## src/rtl/tdc_pkg.sv

```systemverilog
package tdc_pkg;
  typedef enum logic [1:0] {
    ST_IDLE = 2'd0,
    ST_TX   = 2'd1,
    ST_JAM  = 2'd2,
    ST_BACK = 2'd3
  } tdc_state_t;
endpackage

```

## src/rtl/tdc_gap_timer.sv

```systemverilog
module tdc_gap_timer #(
  parameter int GAP1_BITS = 60,
  parameter int GAP2_BITS = 36
) (
  input  logic clk,
  input  logic rst,
  input  logic bit_en,
  input  logic crs,
  input  logic pend,
  input  logic hold,
  output logic gap_ok
);
  localparam int TOTAL = GAP1_BITS + GAP2_BITS;
  localparam int W     = $clog2(TOTAL + 1);

  logic [W-1:0] cnt;
  logic         blind;

  assign blind  = cnt >= W'(GAP1_BITS);
  assign gap_ok = cnt == W'(TOTAL);

  // Own transmission or carrier restarts the gap; in the blind part a
  // waiting frame masks the carrier.
  always_ff @(posedge clk) begin
    if (rst) begin
      cnt <= '0;
    end else if (bit_en) begin
      if (hold || (crs && !(blind && pend))) cnt <= '0;
      else if (!gap_ok)                     cnt <= cnt + 1'b1;
    end
  end
endmodule

```

## src/rtl/tdc_pad_unit.sv

```systemverilog
module tdc_pad_unit #(
  parameter int MIN_BITS  = 544,
  parameter int BYTE_BITS = 8
) (
  input  logic clk,
  input  logic rst,
  input  logic bit_en,
  input  logic start,
  input  logic active,
  input  logic byte_done,
  input  logic data_end,
  output logic pad_q
);
  localparam int MINB = MIN_BITS / BYTE_BITS;
  localparam int W    = $clog2(MINB + 2);

  logic [W-1:0] bcnt;
  logic [W-1:0] nxt;

  assign nxt = bcnt + 1'b1;

  always_ff @(posedge clk) begin
    if (rst) begin
      bcnt  <= '0;
      pad_q <= 1'b0;
    end else if (bit_en) begin
      if (start) begin
        bcnt  <= '0;
        pad_q <= 1'b0;
      end else if (!active) begin
        pad_q <= 1'b0;
      end else if (byte_done) begin
        if (bcnt != W'(MINB)) bcnt <= nxt;
        if (data_end)                       pad_q <= nxt < W'(MINB);
        else if (pad_q && nxt >= W'(MINB))  pad_q <= 1'b0;
      end
    end
  end
endmodule

```

## src/rtl/tdc_retry_fsm.sv

```systemverilog
module tdc_retry_fsm
  import tdc_pkg::*;
#(
  parameter int JAM_BITS  = 32,
  parameter int SLOT_BITS = 512,
  parameter int MAX_TRIES = 16,
  parameter int SLOTS_W   = 10
) (
  input  logic               clk,
  input  logic               rst,
  input  logic               bit_en,
  input  logic               pend,
  input  logic               gap_ok,
  input  logic               col,
  input  logic               tx_end,
  input  logic [SLOTS_W-1:0] slots,
  output logic               go,
  output logic               in_tx,
  output logic               hold,
  output logic               jam_on,
  output logic               tx_start,
  output logic               retry_req,
  output logic               retry_err,
  output logic               tx_ok
);
  localparam int JW = $clog2(JAM_BITS);
  localparam int BW = SLOTS_W + $clog2(SLOT_BITS);
  localparam int AW = $clog2(MAX_TRIES + 1);

  tdc_state_t    st;
  logic [JW-1:0] jcnt;
  logic [BW-1:0] bcnt;
  logic [AW-1:0] att;

  assign go     = bit_en && (st == ST_IDLE) && pend && gap_ok;
  assign in_tx  = st == ST_TX;
  assign jam_on = st == ST_JAM;
  assign hold   = (st == ST_TX) || (st == ST_JAM);

  always_ff @(posedge clk) begin
    if (rst) begin
      st        <= ST_IDLE;
      jcnt      <= '0;
      bcnt      <= '0;
      att       <= '0;
      tx_start  <= 1'b0;
      retry_req <= 1'b0;
      retry_err <= 1'b0;
      tx_ok     <= 1'b0;
    end else begin
      tx_start  <= 1'b0;
      retry_req <= 1'b0;
      retry_err <= 1'b0;
      tx_ok     <= 1'b0;
      if (bit_en) begin
        case (st)
          ST_IDLE: if (pend && gap_ok) begin
            st       <= ST_TX;
            tx_start <= 1'b1;
            att      <= att + 1'b1;
          end
          ST_TX: if (col) begin
            st   <= ST_JAM;
            jcnt <= '0;
          end else if (tx_end) begin
            st    <= ST_IDLE;
            tx_ok <= 1'b1;
            att   <= '0;
          end
          ST_JAM: if (jcnt == JW'(JAM_BITS - 1)) begin
            if (att == AW'(MAX_TRIES)) begin
              st        <= ST_IDLE;
              retry_err <= 1'b1;
              att       <= '0;
            end else begin
              st        <= ST_BACK;
              retry_req <= 1'b1;
              bcnt      <= BW'(slots) * BW'(SLOT_BITS);
            end
          end else begin
            jcnt <= jcnt + 1'b1;
          end
          ST_BACK: if (bcnt == '0) st <= ST_IDLE;
                   else            bcnt <= bcnt - 1'b1;
          default: st <= ST_IDLE;
        endcase
      end
    end
  end
endmodule

```

## src/rtl/tdc_rx_filter.sv

```systemverilog
module tdc_rx_filter #(
  parameter int RX_WIN = 512
) (
  input  logic clk,
  input  logic rst,
  input  logic bit_en,
  input  logic rx_act,
  input  logic col,
  output logic rx_drop
);
  localparam int W = $clog2(RX_WIN + 1);

  logic [W-1:0] cnt;
  logic         flagged;

  always_ff @(posedge clk) begin
    if (rst) begin
      cnt     <= '0;
      flagged <= 1'b0;
      rx_drop <= 1'b0;
    end else begin
      rx_drop <= 1'b0;
      if (bit_en) begin
        if (!rx_act) begin
          cnt     <= '0;
          flagged <= 1'b0;
        end else begin
          if (cnt != W'(RX_WIN)) cnt <= cnt + 1'b1;
          if (col && (cnt < W'(RX_WIN)) && !flagged) begin
            rx_drop <= 1'b1;
            flagged <= 1'b1;
          end
        end
      end
    end
  end
endmodule

```

## src/rtl/tx_defer_ctrl.sv

```systemverilog
module tx_defer_ctrl #(
  parameter int GAP1_BITS = 60,
  parameter int GAP2_BITS = 36,
  parameter int MIN_BITS  = 544,
  parameter int JAM_BITS  = 32,
  parameter int SLOT_BITS = 512,
  parameter int MAX_TRIES = 16,
  parameter int SLOTS_W   = 10,
  parameter int RX_WIN    = 512
) (
  input  logic               clk,
  input  logic               rst,
  input  logic               bit_en,
  input  logic               crs,
  input  logic               col,
  input  logic               frame_pend,
  input  logic               byte_done,
  input  logic               data_end,
  input  logic               tx_end,
  input  logic               rx_act,
  input  logic [SLOTS_W-1:0] backoff_slots,
  output logic               tx_start,
  output logic               pad_req,
  output logic               jam_on,
  output logic               retry_req,
  output logic               retry_err,
  output logic               tx_ok,
  output logic               rx_drop
);
  logic gap_ok, go, in_tx, hold, pad_q;

  tdc_gap_timer #(.GAP1_BITS(GAP1_BITS), .GAP2_BITS(GAP2_BITS)) u_gap (
    .clk(clk), .rst(rst), .bit_en(bit_en), .crs(crs), .pend(frame_pend),
    .hold(hold), .gap_ok(gap_ok)
  );

  tdc_retry_fsm #(
    .JAM_BITS(JAM_BITS), .SLOT_BITS(SLOT_BITS),
    .MAX_TRIES(MAX_TRIES), .SLOTS_W(SLOTS_W)
  ) u_fsm (
    .clk(clk), .rst(rst), .bit_en(bit_en), .pend(frame_pend), .gap_ok(gap_ok),
    .col(col), .tx_end(tx_end), .slots(backoff_slots), .go(go), .in_tx(in_tx),
    .hold(hold), .jam_on(jam_on), .tx_start(tx_start), .retry_req(retry_req),
    .retry_err(retry_err), .tx_ok(tx_ok)
  );

  tdc_pad_unit #(.MIN_BITS(MIN_BITS), .BYTE_BITS(8)) u_pad (
    .clk(clk), .rst(rst), .bit_en(bit_en), .start(go), .active(in_tx),
    .byte_done(byte_done), .data_end(data_end), .pad_q(pad_q)
  );

  assign pad_req = pad_q & in_tx;

  tdc_rx_filter #(.RX_WIN(RX_WIN)) u_rx (
    .clk(clk), .rst(rst), .bit_en(bit_en), .rx_act(rx_act), .col(col),
    .rx_drop(rx_drop)
  );
endmodule

```

## config.mk

```make
export PLATFORM = sky130hd
export DESIGN_NAME = tx_defer_ctrl
export DESIGN_NICKNAME = d
export VERILOG_FILES = /design/src/rtl/tdc_pkg.sv /design/src/rtl/tdc_gap_timer.sv /design/src/rtl/tdc_pad_unit.sv /design/src/rtl/tdc_retry_fsm.sv /design/src/rtl/tdc_rx_filter.sv /design/src/rtl/tx_defer_ctrl.sv
export SDC_FILE = /design/constraint.sdc
export NUM_CORES = 1
export LEC_CHECK = 0
export ABC_CLOCK_PERIOD_IN_PS = 2520
export BUFFER_PORTS_ARGS = -buffer_cell sky130_fd_sc_hd__buf_2
export CAP_MARGIN = 20
export CORE_UTILIZATION = 60
export CTS_CLUSTER_DIAMETER = 60
export DETAILED_ROUTE_END_ITERATION = 8
export HOLD_SLACK_MARGIN = 0.03
export PLACE_DENSITY_LB_ADDON = 0.2
export SETUP_SLACK_MARGIN = 0.02
export SYNTH_ARGS = -nofsm -noshare
export SYNTH_HDL_FRONTEND = slang
export SYNTH_SLANG_ARGS = --single-unit
```

## constraint.sdc

```tcl
create_clock -name clk -period 2.52 [get_ports clk]
set_input_delay 0 -clock clk [delete_from_list [all_inputs] [get_ports clk]]
set_output_delay 0 -clock clk [all_outputs]
set_load 0.01 [all_outputs]
```

# --- Word level (Yosys, flattened, before mapping) ---
# Cells that the tools add are included.
word_totals:
  wordCells: 129
  reg_bits: 62
classes:
  addsub: 6
  muxes: 40
  n_lt_le_gt_ge: 4
  reduce_logical: 34
  bitwise: 7
  eq_ne: 24
op_table:
  columns: ["operator", "n"]
  rows:
  - ["two-way mux 19 bit", 3]
  - ["two-way mux 7 bit", 6]
  - ["one-hot mux 19 bit (2 select lines)", 1]
  - ["two-way mux 5 bit", 7]
  - ["two-way mux 10 bit", 2]
  - ["zero test 19 bit", 1]
  - ["subtractor 19 x 1 -> 19 bit, second input constant", 1]
  - ["inequality test 2 bit, second input constant", 8]
  - ["one-hot mux 5 bit (3 select lines)", 1]
  - ["adder 7 x 1 -> 7 bit, second input constant", 2]
  - ["two-way mux 1 bit", 12]
  - ["two-way mux 2 bit", 6]
  - ["adder 10 x 1 -> 10 bit, second input constant", 1]
  - ["adder 5 x 1 -> 5 bit, second input constant", 2]
  - ["== test 5 bit, second input constant", 2]
  - ["less-than comparator 10 bit, second input constant", 1]
  - ["inequality test 10 bit, second input constant", 1]
  - ["inequality test 2 x 1 -> 1 bit, second input constant", 5]
  - ["one-hot mux 5 bit (2 select lines)", 1]
  - ["AND reduction 5 bit", 2]
  - ["nonzero test 2 bit", 5]
  - ["logical AND 1 bit", 9]
  - ["one-hot mux 2 bit (4 select lines)", 1]
  - ["AND reduction 4 bit", 2]
  - ["20 further kinds", 33]

# --- Longest topological paths before layout ---
# Gate-level depths: netlist of run 1.
depth:
  ltp_word: 8
  depth_mapped: 9
  ltp_nobuf: 8

# --- By module ---
# A second synthesis of run 1 with hierarchy kept.
unflattened:
  cells_unflattened: 452
  hier_area_um2: 3806.2
by_module_without_submodules:
  columns: ["module", "n_inst", "seq_area_each_um2", "cells_each", "area_per_inst_um2"]
  rows:
  - ["tdc_retry_fsm", 1, 700.7, 252, 2085.8]
  - ["tdc_rx_filter", 1, 240.2, 82, 710.7]
  - ["tdc_gap_timer", 1, 140.1, 52, 504.2]
  - ["tdc_pad_unit", 1, 160.2, 65, 499.2]
  - ["tx_defer_ctrl", 1, 0.0, 1, 6.3]

# --- Worst setup path before layout of run 1 ---
# Ideal clock, no wire load.
synth_path:
  path_type: "register -> register"
  startpoint: "reg u_fsm.jcnt[0]"
  endpoint: "reg u_fsm.bcnt[4]"
  setup_ns: 0.115
  path_buffers: 0
  period_less_slack_ns: 2.077
  arrival_ns: 1.963
  path_stages_with_launch: 9
  slack_ns: 0.443
  required_ns: 2.405
  cell_sequence: "dfxtp_1 ha_1 and3_1 ha_1 nand2_1 a221oi_4 o211ai_4 o31a_1 o21a_1"
synth_via:
  elab_chain_len: 3
synth_lines:
  columns: ["element", "line", "source"]
  rows:
  - ["start, declared", "tdc_retry_fsm.sv:31", "logic [JW-1:0] jcnt;"]
  - ["start signal, assigned", "tdc_retry_fsm.sv:81", "jcnt <= jcnt + 1'b1;"]
  - ["== test 5 bit", "tdc_retry_fsm.sv:70", "ST_JAM: if (jcnt == JW'(JAM_BITS - 1)) begin"]
  - ["inequality test 2 x 1 -> 1 bit (no source line)", null, null]
  - ["AND reduction 5 bit (no source line)", null, null]
  - ["end signal, assigned", "tdc_retry_fsm.sv:78", "bcnt <= BW'(slots) * BW'(SLOT_BITS);"]
  - ["end signal, assigned", "tdc_retry_fsm.sv:84", "else bcnt <= bcnt - 1'b1;"]
  - ["end, declared", "tdc_retry_fsm.sv:32", "logic [BW-1:0] bcnt;"]
# No other way between the ends.
# A chain may end at the register's enable or synchronous reset.

# --- Worst setup path after layout of run 1 ---
layout_path:
  startpoint: "reg u_fsm.jcnt[0]"
  endpoint: "reg u_fsm.bcnt[11]"
# The elaborated chain is that of the path after synthesis.

==> results.ini, run 1 <==
[timing]
fmax_mhz = 438.9
final.min_clock_period_ns = 2.278
min_period_over_period_pct = 90.41
final-hold-violation-count = 0
grt_setup_unrepaired = false
slew_headroom_pct = 56.95
timing.setup.tns_ns = 0
final-setup-viol-count = 0
finalMaxSlewViolations = 0
fin_skew_ns = 0.007242
worst_pin_slew_ns = 0.6415

[yosys]
synth_cell_types = 72
synthArstFlopShare_pct = 0
yosysWarningCount = 0
synth_largest_area_cell = dfxtp_1
synth_top_area_share_pct = 35.04
synth-edff-count = 0
postSynthRegisterBits = 62
synthCells = 423
netlist_area_um2 = 3542
syn_area_cell_um2 = 8.374
synth_sequential_area_ratio_pct = 35.04
mappedNetlistNets = 458
synth_top_cells_by_area = dfxtp_1, ha_1, nor2_1
dominantRegCellSynth = dfxtp_1

[setup_path]
crit_arrival_ns = 2.54
path_cells = ha_1 -> and3_1 -> ha_1 -> nand2_1 -> a221o_1 -> a2111oi_0 -> o31ai_1 -> a21oi_1
cpLargestDelayFamily = compound AO/OA/AOI/OAI gates
criticalPathCategory = reg2reg
slowest_stage = a221o_1
critical_path_required_ns = 2.79
worstPathBufferInverterCount = 0
critical_path.endpoint_type = flip-flop
crit_fanout = 9
timing.critical_path.from_type = flip-flop
worst_path_most_repeated_cell = ha_1
critical_path.max_stage_delay_ns = 0.45

[floorplan]
row_count = 27
io_count = 27
core_area_um2 = 5608
floorplan.die_area_um2 = 6215
initial_utilization_pct = 63.16
chipHeight_um = 78.84
die_w_um = 78.84

[route]
dr.first_iter.drc_count = 158
dr.pass1.iters = 5
detail_route.vias_per_cell = 6.161
vias = 3339
drt-wirelength-per-cell_um = 15.07
wl_mm = 8.170
drt_drc_violations_left = 0
ant_nets = 0

[cells_and_area]
final_cell_area_um2 = 4068
nNetsFinal = 502
layout.cells.most_common_list = dfxtp_1, nor2_1, nand2_1, a21oi_1, buf_2
layout-drive-gt1-share_pct = 13.40
antenna_cells = 0
syn2layout_area_growth_pct = 14.84
layout_commonest_cell = dfxtp_1

[outcome]
outcome = complete, no violations

[placement]
io_buffer_count = 26
placed_cell_area_um2 = 3774
globalplace.congestion = 0.8648
dp_hpwl_mm = 5.757

[global_route]
first_global_vias = 3065
grt_pass1_wl_mm = 13.75
initial_antenna_violation_count = 0
grt_usage_pct = 28.21
grt_max_degree = 37
total_gr_overflow = 0

[flow_run]
drv.max_cap_violation_count = 0

[pwr]
p_switching_mw = 0.4212
share_of_total_power_consumed_by_net_switching_pct = 22.50
power_density_over_the_cells_nw_per_um2 = 460.1
power.clock.fraction_pct = 42.1
combPwrFrac_pct = 5.2
irDropWorstVdd_mv = 0.3496
leakage_nw = 1.524
p_total_mw = 1.872
pwr-share-seq_pct = 52.8
internal_pwr_total_mw = 1.450

[clock_tree]
clkLatencyLatePin_ns = 0.34
clkSinkCount = 62
clk_path_buf_depth = 2
post_cts_sizing_count = 0
cts.clk_slew.worst_paths_ns = 0.06
clock_tree.root_cell = clkbuf_8
tritoncts = yes
cts.htree.levels = 3
cts_buffers = 9

[worst_hold_path]
hold_path.class = in2reg

-- cells by family (layout without fill, tap and decap cells) --
kind of cell               Yosys count  after routing  synth area share [%]
AOI/OAI and AO/OA                  109            109                 21.69
xor gates and xnor gates            19             19                 4.698
adders and majority gates           15             15                 5.298
buffers and inverters               34             81                 3.709
DFF                                 62             62                 35.04
muxes                                2              2                0.5652
and+or+nand+nor                    182            182                 29.00
-- path summary, 6_finish.rpt --
| check | startpoint | end | slack, ns | depth (start not counted) |
|---|---|---|---|---|
| setup / recovery | u_fsm.jcnt[0]$_SDFFE_PP0P_ | u_fsm.bcnt[11]$_SDFFE_PP0P_ | 0.24 | 8 |
| setup reg to reg | u_fsm.jcnt[0]$_SDFFE_PP0P_ | u_fsm.bcnt[11]$_SDFFE_PP0P_ | 0.24 | 8 |
| hold / removal | backoff_slots[5] | u_fsm.bcnt[14]$_SDFFE_PP0P_ | 0.05 | 4 |
| hold reg to reg | u_rx.flagged$_SDFFE_PP0P_ | u_rx.rx_drop$_SDFF_PP0_ | 0.42 | 1 |
-- final cells by class --
cell class | count | area, µm²
clock inverter | 1 | 5.005
timing repair buffer | 47 | 317.8
multi-input combinational | 327 | 2170
inverter | 20 | 75.07
sequential | 62 | 1241
tap | 72 | 90.09
fill | 468 | 1540
clock buffer | 13 | 168.9
-- sequential cells by signal, indices dropped and copies added, names as in the netlist --
register and flops:
u_fsm.retry_req 1, u_pad.pad_q 1, u_fsm.jcnt 5, u_fsm.att 5, u_fsm.bcnt 19, u_rx.cnt 10
u_rx.flagged 1, u_fsm.st 2, u_fsm.tx_start 1, u_gap.cnt 7, u_fsm.retry_err 1, u_rx.rx_drop 1
u_fsm.tx_ok 1, u_pad.bcnt 7
-- power groups by stage --
stage	clock (mW)	sequential, mW	combinational (mW)
final	0.787	0.987	0.0972
after global routing	0.842	0.987	0.107
after CTS	0.804	0.987	0.0964
after floorplan	0	1.01	0.0489
after detailed placement	0	1.01	0.0823
after global placement	0	1.01	0.0811
-- worst reg2reg max path, cell delays in order (launching register included) --
cell       delay [ns]
dfxtp_1          0.39
ha_1             0.18
and3_1           0.17
ha_1             0.22
nand2_1          0.16
a221o_1          0.45
a2111oi_0        0.43
o31ai_1          0.10
a21oi_1          0.12
-- metrics by stage --
stage / worst slack (ns) / utilization [%] / cells / hold WS [ns]
4_1_cts: 0.2580 / 72.53 / 542 / 0.03749
2_1_floorplan: 0.4429 / - / 423 / 0.1307
3_5_place_dp: 0.2719 / 67.29 / 516 / 0.2802
5_1_grt: 0.07556 / 72.53 / 542 / 0.07026
6_report: 0.2417 / 72.53 / 542 / 0.05477
3_3_place_gp: 0.3850 / 67.29 / 516 / 0.2811
-- synth_stat cells (4+ instances only) --
library cell and number:
o211ai_1 4, xor2_1 14, o2111ai_1 5, a21oi_1 31, and2_1 6, dfxtp_1 62
nand3_1 17, ha_1 15, o21ai_1 5, or3_1 5, nor3_1 8, nand2_1 35
and3_1 6, or3b_1 4, a31oi_1 7, nand2b_1 8, nor2_1 47, o31ai_1 4
nand4_1 7, nor4_1 8, inv_1 19, xnor2_1 5, or4_1 7, o21ai_0 18
clkbuf_1 9
-- timing repair --
action | CTS | global route
endpoints found under the hold margin | 12 | 0
buffers inserted | 0 | 0
hold buffers | 12 | 0
-- layer usage --
layer / GRT usage (%) / up-vias / share of wire [%]
met3: 4.023 / 13 / 5.3
li1: - / 1649 / -
met1: 33.57 / 1556 / 44
met5: 0 / - / 0
met2: 50.61 / 121 / 49
met4: 11.64 / 0 / 1.6
Power figures use the tool's default switching activity.
==> inputs of run 2 (changes only) <==
Settings changed: CORE_MARGIN set to 2.
==> run 2 against run 1 <==
First-iteration DRC count increased by 11%. Maximum frequency decreased by 0.17%. Clock skew increased by 0.0020 ns. Highest routed layer unchanged. Die area increased by 5.1%. Power increased by 13%.
==> results.ini, run 2 (same netlist as run 1, synthesis figures left out) <==
[pwr]
irDropWorstVdd_mv = 0.4146
pwr-share-seq_pct = 46.9
power_density_over_the_cells_nw_per_um2 = 508.2
share_of_total_power_consumed_by_net_switching_pct = 21.04
leakage_nw = 1.564
power.clock.fraction_pct = 48.4
p_switching_mw = 0.4431
internal_pwr_total_mw = 1.663
combPwrFrac_pct = 4.7
p_total_mw = 2.106

[clock_tree]
clkSinkCount = 62
cts.htree.levels = 3
clkLatencyLatePin_ns = 0.34
cts.clk_slew.worst_paths_ns = 0.07
tritoncts = yes
clock_tree.root_cell = clkbuf_8
cts_buffers = 9
postCtsSetupBuffers = 0
clk_path_buf_depth = 2

[route]
drt_drc_violations_left = 0
dr.pass1.iters = 5
wl_mm = 8.607
dr.first_iter.drc_count = 176
ant_nets = 0
drt-wirelength-per-cell_um = 15.76
vias = 3352
detail_route.vias_per_cell = 6.139

[global_route]
total_gr_overflow = 0
grt_use_met1_pct = 33.45
grt_pass1_wl_mm = 14.43
grt_max_degree = 37
first_global_vias = 3168
grt_usage_pct = 28.17
initial_antenna_violation_count = 0
grt_most_used_layer = met2
met3_usage_pct = 4.667
groute.layer.met2.usage_pct = 48.93

[outcome]
outcome = complete, no violations

[floorplan]
core_area_um2 = 5608
floorplan.die_area_um2 = 6534
chipHeight_um = 80.84
initial_utilization_pct = 63.16
io_count = 27
row_count = 27
die_w_um = 80.84

[timing]
timing.hold.ws_ns = 0.05796
final-hold-violation-count = 0
fin_skew_ns = 0.009234
fmax_mhz = 438.2
final-setup-viol-count = 0
min_period_over_period_pct = 90.56
final.min_clock_period_ns = 2.282
timing.setup.tns_ns = 0
worst_pin_slew_ns = 0.6639
finalMaxSlewViolations = 0
slew_headroom_pct = 55.33
grt_setup_unrepaired = false
slack_of_the_critical_path_ns = 0.2378

[setup_path]
cpLargestDelayFamily = simple AND/OR/NAND/NOR gates
critical_path_required_ns = 2.78
crit_fanout = 9
critical_path.endpoint_type = flip-flop
crit_arrival_ns = 2.55
critical_path.max_stage_delay_ns = 0.38
timing.reg2reg.worst_path_depth = 9
worstPathBufferInverterCount = 1
worst_path_most_repeated_cell = ha_1
criticalPathCategory = reg2reg
path_depth = 9
slowest_stage = dfxtp_1
timing.critical_path.from_type = flip-flop
path_cells = ha_1 -> and3_1 -> ha_1 -> nand2_1 -> a221oi_4 -> buf_4 -> o211ai_4 -> or3_1 -> a21oi_1

[cells_and_area]
finish.cell_count_without_fillers = 546
antenna_cells = 0
multi_input_comb_area_um2 = 2171
largest_register_ffs = 19
largest-register = u_fsm.bcnt
fill_cells = 441
syn2layout_area_growth_pct = 16.99
area.sequential_um2 = 1241
nNetsFinal = 504
top_regs = u_fsm.bcnt (19), u_rx.cnt (10)
layout-drive-gt1-share_pct = 14.14
final_cell_area_um2 = 4144
layout.core_utilization_pct = 73.90
layout_commonest_cell = dfxtp_1
layout.cells.most_common_list = dfxtp_1, nor2_1, nand2_1, a21oi_1, buf_2

[placement]
placed_cell_area_um2 = 3789
dp_worst_setup_slack_ns = 0.2994
globalplace.congestion = 0.9001
dp_hpwl_mm = 5.892
placed_cells_incl_taps = 518
io_buffer_count = 26

[flow_run]
drv.max_cap_violation_count = 0

[worst_hold_path]
min_path_cells = 4
hold_path.class = in2reg

## run 2: changes by cell type in the layout (fill, tap and decap cells not counted), sizes merged
| cell | delta |
|---|---|
| bufinv | +2 |
| buf | +2 |
## run 2: layout make-up
class | count | area share [%]
multi-input combinational | 327 | 52.39
sequential | 62 | 29.95
timing repair buffer | 49 | 8.031
clock buffer | 13 | 4.076
tap | 72 | 2.174
inverter | 20 | 1.812
clock inverter | 3 | 1.570
## run 2: worst paths after layout
path / start / endpoint / slack, ns
max: u_fsm.jcnt[0]$_SDFFE_PP0P_ / u_fsm.bcnt[8]$_SDFFE_PP0P_ / 0.24
min: backoff_slots[5] / u_fsm.bcnt[14]$_SDFFE_PP0P_ / 0.06
max reg2reg: u_fsm.jcnt[0]$_SDFFE_PP0P_ / u_fsm.bcnt[8]$_SDFFE_PP0P_ / 0.24
min reg2reg: u_rx.flagged$_SDFFE_PP0P_ / u_rx.rx_drop$_SDFF_PP0_ / 0.44
## run 2: power groups by stage
stage | Sequential (mW) | Combinational (mW) | Clock [mW]
6_report | 0.987 | 0.0989 | 1.02
5_1_grt | 0.987 | 0.110 | 1.07
4_1_cts | 0.987 | 0.0980 | 1.03
3_5_place_dp | 1.01 | 0.0837 | 0
3_3_place_gp | 1.01 | 0.0823 | 0
2_1_floorplan | 1.01 | 0.0489 | 0
## run 2: worst register-to-register path, stage by stage (launching register included)
cell	delay, ns
dfxtp_1	0.38
ha_1	0.19
and3_1	0.17
ha_1	0.21
nand2_1	0.16
a221oi_4	0.26
buf_4	0.23
o211ai_4	0.11
or3_1	0.33
a21oi_1	0.18
## run 2: what timing repair did
item,4_1_cts,5_1_grt
hold endpoints to repair,12,0
hold buffers,12,0
setup endpoints to repair,0,1
gates resized for setup,0,1
## run 2: per-layer routing
layer | vias to the layer above | wire (µm) | share of wire [%]
met3 | 18 | 450 | 5.2
met5 | - | 0 | 0
met2 | 116 | 4234 | 49
met1 | 1568 | 3728 | 43
li1 | 1650 | - | -
met4 | 0 | 194 | 2.3
==> inputs of run 3 (changes only) <==
Settings changed: CTS_BUF_LIST set to sky130_fd_sc_hd__clkbuf_16.
==> run 3 against run 2 <==
Non-clock buffer count shrank 3. Power grew 12%. Global-route usage grew 0.39 points. Maximum frequency shrank 0.21%. Sequential cell count is the same. Combinational power shrank 3.8%. Clock power grew 25%. Setup slack lost 0.0047 ns. Clock-buffer cell count shrank 4. Via count is essentially flat. Core utilization grew 0.74 points. Sequential share of layout area shrank 0.30 points. Critical path type unchanged. Critical endpoint is now u_fsm.bcnt[11]$_SDFFE_PP0P_. Largest power group unchanged. Highest routed layer unchanged.
==> results.ini, run 3 (same netlist as run 1, synthesis figures left out) <==
[outcome]
outcome = complete, no violations

[cells_and_area]
layout-drive-gt1-share_pct = 13.59
layout_commonest_cell = dfxtp_1
antenna_cells = 0
layout.core_utilization_pct = 74.63
final_cell_area_um2 = 4185
largest_register_ffs = 19
fill_cells = 434
layout.cells.most_common_list = dfxtp_1, nor2_1, nand2_1, a21oi_1, buf_2
syn2layout_area_growth_pct = 18.16
finish.cell_count_without_fillers = 543
largest-register = u_fsm.bcnt
top_regs = u_fsm.bcnt (19), u_rx.cnt (10)
nNetsFinal = 501

[placement]
dp_hpwl_mm = 5.892
globalplace.congestion = 0.9001
io_buffer_count = 26
placed_cell_area_um2 = 3789
placed_cells_incl_taps = 518
dp_worst_setup_slack_ns = 0.2994

[clock_tree]
clkLatencyLatePin_ns = 0.33
cts.htree.levels = 3
cts_buffers = 9
clk_path_buf_depth = 2
cts.clk_slew.worst_paths_ns = 0.05
clock_tree.root_cell = clkbuf_16
tritoncts = yes
postCtsSetupBuffers = 0
clkSinkCount = 62

[global_route]
grt_pass1_wl_mm = 14.43
total_gr_overflow = 0
initial_antenna_violation_count = 0
grt_usage_pct = 28.55
first_global_vias = 3155
grt_max_degree = 37

[floorplan]
io_count = 27
die_w_um = 80.84
chipHeight_um = 80.84
initial_utilization_pct = 63.16
floorplan.die_area_um2 = 6534
row_count = 27
core_area_um2 = 5608

[timing]
fmax_mhz = 437.3
finalMaxSlewViolations = 0
slack_of_the_critical_path_ns = 0.2331
final-setup-viol-count = 0
final-hold-violation-count = 0
final.min_clock_period_ns = 2.287
slew_headroom_pct = 54.43
timing.hold.ws_ns = 0.03640
grt_setup_unrepaired = false
fin_skew_ns = 0.004790
worst_pin_slew_ns = 0.6773
timing.setup.tns_ns = 0
min_period_over_period_pct = 90.75

[setup_path]
crit_fanout = 9
critical_path.endpoint_type = flip-flop
crit_arrival_ns = 2.55
timing.critical_path.from_type = flip-flop
criticalPathCategory = reg2reg
critical_path_required_ns = 2.78

[flow_run]
drv.max_cap_violation_count = 0

[route]
wl_mm = 8.655
dr.pass1.iters = 4
vias = 3355
drt-wirelength-per-cell_um = 15.94
drt_drc_violations_left = 0
detail_route.vias_per_cell = 6.179
dr.first_iter.drc_count = 202
ant_nets = 0

[pwr]
power_density_over_the_cells_nw_per_um2 = 563.1
irDropWorstVdd_mv = 0.4910
p_total_mw = 2.357
leakage_nw = 1.585

[worst_hold_path]
hold_path.class = in2reg

run 3: worst max-delay path: stages, from the launching register on:
cell and delay (ns):
dfxtp_1 0.38, ha_1 0.18, and3_1 0.17, ha_1 0.21, nand2_1 0.16, a221o_1 0.45
a2111oi_1 0.43, o31ai_1 0.11, a21oi_1 0.13
run 3: layout make-up:
class                           count  area (µm²)  share of cell area [%]
Clock buffer                        9       225.2                   5.381
Clock inverter                      7       80.08                   1.913
Inverter                           20       75.07                   1.794
Multi-Input combinational cell    327        2171                   51.87
Sequential cell                    62        1241                   29.66
Tap cell                           72       90.09                   2.152
Timing Repair Buffer               46       302.8                   7.235
run 3: repair_timing:
item                       in CTS  in global routing
hold endpoints to repair        9                  0
hold buffers                    9                  0
setup endpoints to repair       0                  1
resized for setup               0                  1
run 3: worst paths after layout:
path                              startpoint                          end  slack [ns]  cells past startpoint
setup / recovery  u_fsm.jcnt[0]$_SDFFE_PP0P_  u_fsm.bcnt[11]$_SDFFE_PP0P_        0.23                      8
hold / removal              backoff_slots[0]   u_fsm.bcnt[9]$_SDFFE_PP0P_        0.04                      3
setup reg to reg  u_fsm.jcnt[0]$_SDFFE_PP0P_  u_fsm.bcnt[11]$_SDFFE_PP0P_        0.23                      8
hold reg to reg    u_rx.flagged$_SDFFE_PP0P_      u_rx.rx_drop$_SDFF_PP0_        0.44                      1
run 3: per-layer routing:
metal | GRT usage, % | up-vias | share of wire (%)
met5 | 0 | - | 0
met2 | 47.77 | 126 | 48
met1 | 34.16 | 1558 | 43
met3 | 5.778 | 21 | 5.8
met4 | 15.93 | 0 | 2.9
li1 | - | 1650 | -
run 3: power breakdown:
| part | leakage, nW | switching (mW) | internal (mW) | total [mW] |
|---|---|---|---|---|
| Sequential | 0.500 | 0.00301 | 0.986 | 0.989 |
| Clock | 0.153 | 0.424 | 0.848 | 1.27 |
| Combinational | 0.932 | 0.0565 | 0.0386 | 0.0951 |
| Total | 1.58 | 0.484 | 1.87 | 2.36 |
